$ cat src/rtl/txpll_rst_pkg.sv
package txpll_rst_pkg;

    typedef enum logic [1:0] {
        SEQ_PWRDN = 2'd0,
        SEQ_WAIT  = 2'd1,
        SEQ_RUN   = 2'd2
    } seq_state_e;

    typedef struct packed {
        logic pd;
        logic hold;
        logic rdy;
    } seq_out_t;

    // Cycles covering a minimum time: ceil(mhz * ns / 1000)
    function automatic int unsigned min_cycles(input int unsigned mhz, input int unsigned ns);
        return (mhz * ns + 999) / 1000;
    endfunction

    function automatic int unsigned cnt_width(input int unsigned limit);
        return (limit > 2) ? $clog2(limit) : 1;
    endfunction

endpackage

$ cat src/rtl/txpll_sync2.sv
module txpll_sync2 (
    input  logic clk,
    input  logic rst,
    input  logic d_async,
    output logic q_sync
);
    logic stage1;
    logic stage2;

    always_ff @(posedge clk) begin
        if (rst) begin
            stage1 <= 1'b0;
            stage2 <= 1'b0;
        end else begin
            stage1 <= d_async;
            stage2 <= stage1;
        end
    end

    assign q_sync = stage2;
endmodule

$ cat src/rtl/txpll_cycle_timer.sv
module txpll_cycle_timer
    import txpll_rst_pkg::*;
#(
    parameter int unsigned LIMIT = 250
) (
    input  logic clk,
    input  logic rst,
    input  logic clear,
    output logic done
);
    localparam int unsigned W = cnt_width(LIMIT);
    localparam logic [W-1:0] LAST = W'(LIMIT - 1);

    logic [W-1:0] cnt;

    always_ff @(posedge clk) begin
        if (rst || clear) begin
            cnt <= '0;
        end else if (cnt != LAST) begin
            cnt <= cnt + 1'b1;
        end
    end

    assign done = (cnt == LAST);

    AST_CNT_BOUND: assert property (@(posedge clk) disable iff (rst)
        cnt <= LAST);
endmodule

$ cat src/rtl/txpll_seq_fsm.sv
module txpll_seq_fsm
    import txpll_rst_pkg::*;
(
    input  logic       clk,
    input  logic       rst,
    input  logic       lock_s,
    input  logic       pd_done,
    input  logic       tmo_done,
    output seq_state_e state,
    output seq_out_t   outs
);
    seq_state_e nxt;

    always_comb begin
        nxt = state;
        unique case (state)
            SEQ_PWRDN: if (pd_done) nxt = SEQ_WAIT;
            SEQ_WAIT: begin
                if (lock_s)        nxt = SEQ_RUN;
                else if (tmo_done) nxt = SEQ_PWRDN;
            end
            SEQ_RUN:   if (!lock_s) nxt = SEQ_WAIT;
            default:   nxt = SEQ_PWRDN;
        endcase
    end

    always_ff @(posedge clk) begin
        if (rst) state <= SEQ_PWRDN;
        else     state <= nxt;
    end

    always_comb begin
        outs.pd   = (state == SEQ_PWRDN);
        outs.hold = (state == SEQ_PWRDN) || !lock_s;
        outs.rdy  = (state == SEQ_RUN) && lock_s;
    end

    AST_PD_HOLDS_RST: assert property (@(posedge clk) disable iff (rst)
        outs.pd |-> outs.hold);
    AST_RDY_CLEAN: assert property (@(posedge clk) disable iff (rst)
        outs.rdy |-> (!outs.pd && !outs.hold));
    AST_PD_FULL: assert property (@(posedge clk) disable iff (rst)
        (state == SEQ_WAIT && $past(state) == SEQ_PWRDN) |-> $past(pd_done));
    AST_LOCK_WINS: assert property (@(posedge clk) disable iff (rst)
        (state == SEQ_PWRDN && $past(state) == SEQ_WAIT) |-> ($past(!lock_s) && $past(tmo_done)));
endmodule

$ cat src/rtl/txpll_rst_seq.sv
module txpll_rst_seq
    import txpll_rst_pkg::*;
#(
    parameter int unsigned CLK_MHZ  = 250,
    parameter int unsigned PD_NS    = 1000,
    parameter int unsigned LOCK_TMO = 400,
    parameter bit          TMO_EN   = 1'b1,
    parameter int unsigned NUM_CH   = 4
) (
    input  logic              clk,
    input  logic              rst,
    input  logic              lock_in,
    output logic              pll_pd,
    output logic [NUM_CH-1:0] tx_rst,
    output logic              ready
);
    localparam int unsigned PD_CYC = min_cycles(CLK_MHZ, PD_NS);

    logic       lock_s;
    logic       pd_done;
    logic       tmo_done;
    seq_state_e state;
    seq_out_t   outs;

    txpll_sync2 u_sync (
        .clk     (clk),
        .rst     (rst),
        .d_async (lock_in),
        .q_sync  (lock_s)
    );

    txpll_cycle_timer #(.LIMIT(PD_CYC)) u_pd_timer (
        .clk   (clk),
        .rst   (rst),
        .clear (state != SEQ_PWRDN),
        .done  (pd_done)
    );

    generate
        if (TMO_EN) begin : g_tmo
            txpll_cycle_timer #(.LIMIT(LOCK_TMO)) u_tmo_timer (
                .clk   (clk),
                .rst   (rst),
                .clear (state != SEQ_WAIT),
                .done  (tmo_done)
            );
        end else begin : g_no_tmo
            assign tmo_done = 1'b0;
        end
    endgenerate

    txpll_seq_fsm u_fsm (
        .clk      (clk),
        .rst      (rst),
        .lock_s   (lock_s),
        .pd_done  (pd_done),
        .tmo_done (tmo_done),
        .state    (state),
        .outs     (outs)
    );

    generate
        for (genvar ch = 0; ch < NUM_CH; ch++) begin : g_ch
            assign tx_rst[ch] = outs.hold;
        end
    endgenerate

    assign pll_pd = outs.pd;
    assign ready  = outs.rdy;

    AST_RDY_AFTER_RELEASE: assert property (@(posedge clk) disable iff (rst)
        $rose(ready) |-> $past(tx_rst == '0));
    AST_RELEASE_NEEDS_LOCK: assert property (@(posedge clk) disable iff (rst)
        (tx_rst == '0) |-> lock_s);
endmodule

$ cat config.mk
export PLATFORM = sky130hd
export DESIGN_NAME = txpll_rst_seq
export DESIGN_NICKNAME = d
export VERILOG_FILES = /design/src/rtl/txpll_rst_pkg.sv /design/src/rtl/txpll_sync2.sv /design/src/rtl/txpll_cycle_timer.sv /design/src/rtl/txpll_seq_fsm.sv /design/src/rtl/txpll_rst_seq.sv
export SDC_FILE = /design/constraint.sdc
export NUM_CORES = 1
export LEC_CHECK = 0
export BUFFER_PORTS_ARGS = -buffer_cell sky130_fd_sc_hd__buf_2
export CORE_MARGIN = 8
export CORE_UTILIZATION = 60
export DETAILED_ROUTE_END_ITERATION = 8
export PLACE_DENSITY = 0.91
export SLEW_MARGIN = 0
export SYNTH_ARGS = -nofsm -noshare
export SYNTH_HDL_FRONTEND = slang
export SYNTH_SLANG_ARGS = --single-unit
$ cat constraint.sdc
create_clock -name clk -period 3.8 [get_ports clk]
set_clock_uncertainty 0.15 [all_clocks]
set_input_delay 0.76 -clock clk [delete_from_list [all_inputs] [get_ports clk]]
set_output_delay 0.76 -clock clk [all_outputs]
set_load 0.01 [all_outputs]
==> results_dict.tcl <==
set metrics [dict create \
    ios 9 \
    grt_util_met2_pct 19.9 \
    die_h_um 56.5 \
    first_global_vias 760 \
    p_sw_uw 71.6 \
    hold_viol_final 0 \
    grt_start_max_net_pins 13 \
    syn_inst 109 \
    place_congestion 0.750 \
    cts_buffer_depth 2 \
    clock-sinks 21 \
    clk_latency_ns 0.29 \
    top_usage_layer "met2" \
    cp-startpoint "u_fsm.state[1]$_SDFFE_PP0P_" \
    grtUsageMet3_pct 2.92 \
    synthTopCellsByCount "dfxtp_1, a21oi_1, o21ai_0, or3_1" \
    post_synth.cell_area_avg_um2 9.01 \
    seq_area_frac_synth_pct 42.8 \
    min_to "u_sync.q_sync$_SDFF_PP0_" \
    die-width_um 56.5 \
    clk_pin_slew_ns 0.11 \
    place_ws_ns 1.91 \
    yosysMostFrequentCell "dfxtp_1" \
    drc 0 \
    syn_area_um2 982 \
    dp_hpwl_um 1300 \
    dp.cells 127 \
    relSlewSlack_pct 68.7 \
    diodes 0 \
    fin_cells 131 \
    fmax_mhz 483 \
    whs_ns 0.312 \
    synthAdderAreaFrac_pct 3.82 \
    cp.required_ns 2.89 \
    crit_fanout 8 \
    numCtsBuffers 3 \
    yosys.area.top_type "dfxtp_1" \
    area_growth_pct 5.35 \
    drt-wirelength-per-cell_um 13.1 \
    initial_utilization_pct 64.4 \
    power_density_nw_per_um2 329 \
    criticalPathCategory "flop to output pin" \
    synth_cell_type_count 36 \
    cts_hold_buffers 0 \
    cts_root_buf "clkbuf_4" \
    synthSimpleGateAreaFrac_pct 29.9 \
    gr-total-overflow 0 \
    worst-r2r-cell-count 4 \
    tightest_slew_ns 0.468 \
    synth_compound_area_share_pct 15.5 \
    clkPwrFrac_pct 29.5 \
    hp-class "flop to flop" \
    io_buffers 8 \
    fillers 126 \
    finalPower_uw 340 \
    post_cts_resized 0 \
    min-delay-start "u_sync.stage1$_SDFF_PP0_" \
    worstSetupStartpointType "flop" \
    r2r-start "g_tmo.u_tmo_timer.cnt[0]$_SDFFE_PP0P_" \
    r2r_slack_ns 2.16 \
    drv_slew 0 \
    fp.dieArea_um2 3190 \
    syn_nets 115 \
    setup_ws_ns 1.73 \
    h-tree-depth 1 \
    p_seq_share_pct 67.1 \
    dr.first_iter.drc_count 12 \
    intPower_uw 269 \
    drt_pass1_iterations 4 \
    vias_per_cell 5.97 \
    grt_usage_pct 11.3 \
    antenna_found_initial 0 \
    synthTopCellsByArea "dfxtp_1, a21oi_1, or3_1, o21ai_0, ha_1" \
    final_area_um2 1030 \
    outcome "completed" \
    combPwrFrac_pct 3.3 \
    vdd_drop_max_mv 0.216 \
    cts_tree "built" \
    vias 782 \
    synthFlopType "dfxtp_1" \
    fin_util_pct 67.9 \
    cp.arrival_ns 1.16 \
    synthXorXnorAreaFrac_pct 3.57 \
    synth_edf_count 0 \
    grt_setup_unrepaired "false" \
    synth-seq-cells 21 \
    period_share_pct 54.4 \
    use_met1_pct 13.0 \
    synth_warnings 0 \
    synth_mux_area_share_pct 0 \
    final_layout_size_suffix_gt1_share_pct 15.7 \
    ant_nets 0 \
    fin_crit_ns 2.07 \
    maxCapViolCount 0 \
    post_cts_buffers 0 \
    synth_top_family_by_area "simple AND/OR/NAND/NOR gates" \
    end_kind "output pin" \
    finalSetupTns_ns 0 \
    p_leak_nw 0.332 \
    fp-row-count 14 \
    wirelength_um 1710 \
    hold_depth 1 \
    core_area_um2 1520 \
    swShare_pct 21.0 \
    grt_pass1_wl_um 3140 \
    setup_viol 0 \
    r2r-end "g_tmo.u_tmo_timer.cnt[8]$_SDFFE_PP0P_" \
    synth_top_area_share_pct 42.8 \
    final_nets 122 \
    ys_async_sr_fraction_pct 0 \
    placed_cell_area_um2 1010 \
]
[how the worst max path moves through the flow]
stage | end | slack [ns]
after floorplan | tx_rst[1] | 1.87
after global placement | g_tmo.u_tmo_timer.cnt[0]$_SDFFE_PP0P_ | 1.99
after detailed placement | u_pd_timer.cnt[0]$_SDFFE_PP0N_ | 1.91
after CTS | tx_rst[0] | 1.70
after global routing | tx_rst[3] | 1.60
final | tx_rst[3] | 1.73
[cell usage in the layout, fill, tap and decap left out, types with 2 or more instances in the layout]
cell / n
nor4_1: 2
xor2_1: 2
nand2_1: 6
or3_1: 8
ha_1: 3
a21oi_1: 11
nand3_1: 6
dfxtp_1: 21
nor3_1: 5
inv_1: 2
nor2b_1: 2
nor2_1: 4
o21ai_0: 9
xnor2_1: 2
nand4_1: 2
clkbuf_4: 3
buf_2: 8
[registers in the layout, summed over array words and instances (netlist names)]
name / flops
u_sync.q_sync: 1
u_pd_timer.cnt: 8
g_tmo.u_tmo_timer.cnt: 9
u_sync.stage1: 1
u_fsm.state: 2
[layout make-up]
| cell class | count | area [um2] | share of cell area (%) |
|---|---|---|---|
| clock buffer | 3 | 22.5 | 2.18 |
| clock inverter | 1 | 5.00 | 0.484 |
| inverter | 2 | 7.51 | 0.726 |
| multi-input combinational | 80 | 519 | 50.2 |
| sequential | 21 | 420 | 40.6 |
| tap | 16 | 20.0 | 1.93 |
| timing repair buffer | 8 | 40.0 | 3.87 |
[metal layers]
| metal | vias up | wire length (um) |
|---|---|---|
| met2 | 5 | 866 |
| li1 | 416 | - |
| met4 | 0 | 0 |
| met3 | 0 | 62 |
| met5 | - | 0 |
| met1 | 361 | 781 |
[logic make-up (layout without fill, tap and decap cells)]
kind of cell,after synthesis,count (layout)
flops,21,21
compound gates,27,27
simple gates,46,46
fa+ha+maj,3,3
xor+xnor,4,4
buf+inv,8,14
[power groups by stage]
| stage | clock network, mW | registers (mW) | logic [mW] |
|---|---|---|---|
| after detailed placement | 0 | 0.233 | 0.0114 |
| final | 0.100 | 0.229 | 0.0114 |
| after global placement | 0 | 0.233 | 0.0110 |
| after floorplan | 0 | 0.231 | 0.0103 |
| after CTS | 0.105 | 0.229 | 0.0116 |
| after global routing | 0.112 | 0.230 | 0.0132 |
[worst max-delay path: stages, from the launching register on]
cell	delay, ns
dfxtp_1	0.39
o21ai_0	0.29
buf_2	0.19
Power figures use the tool's default switching activity.
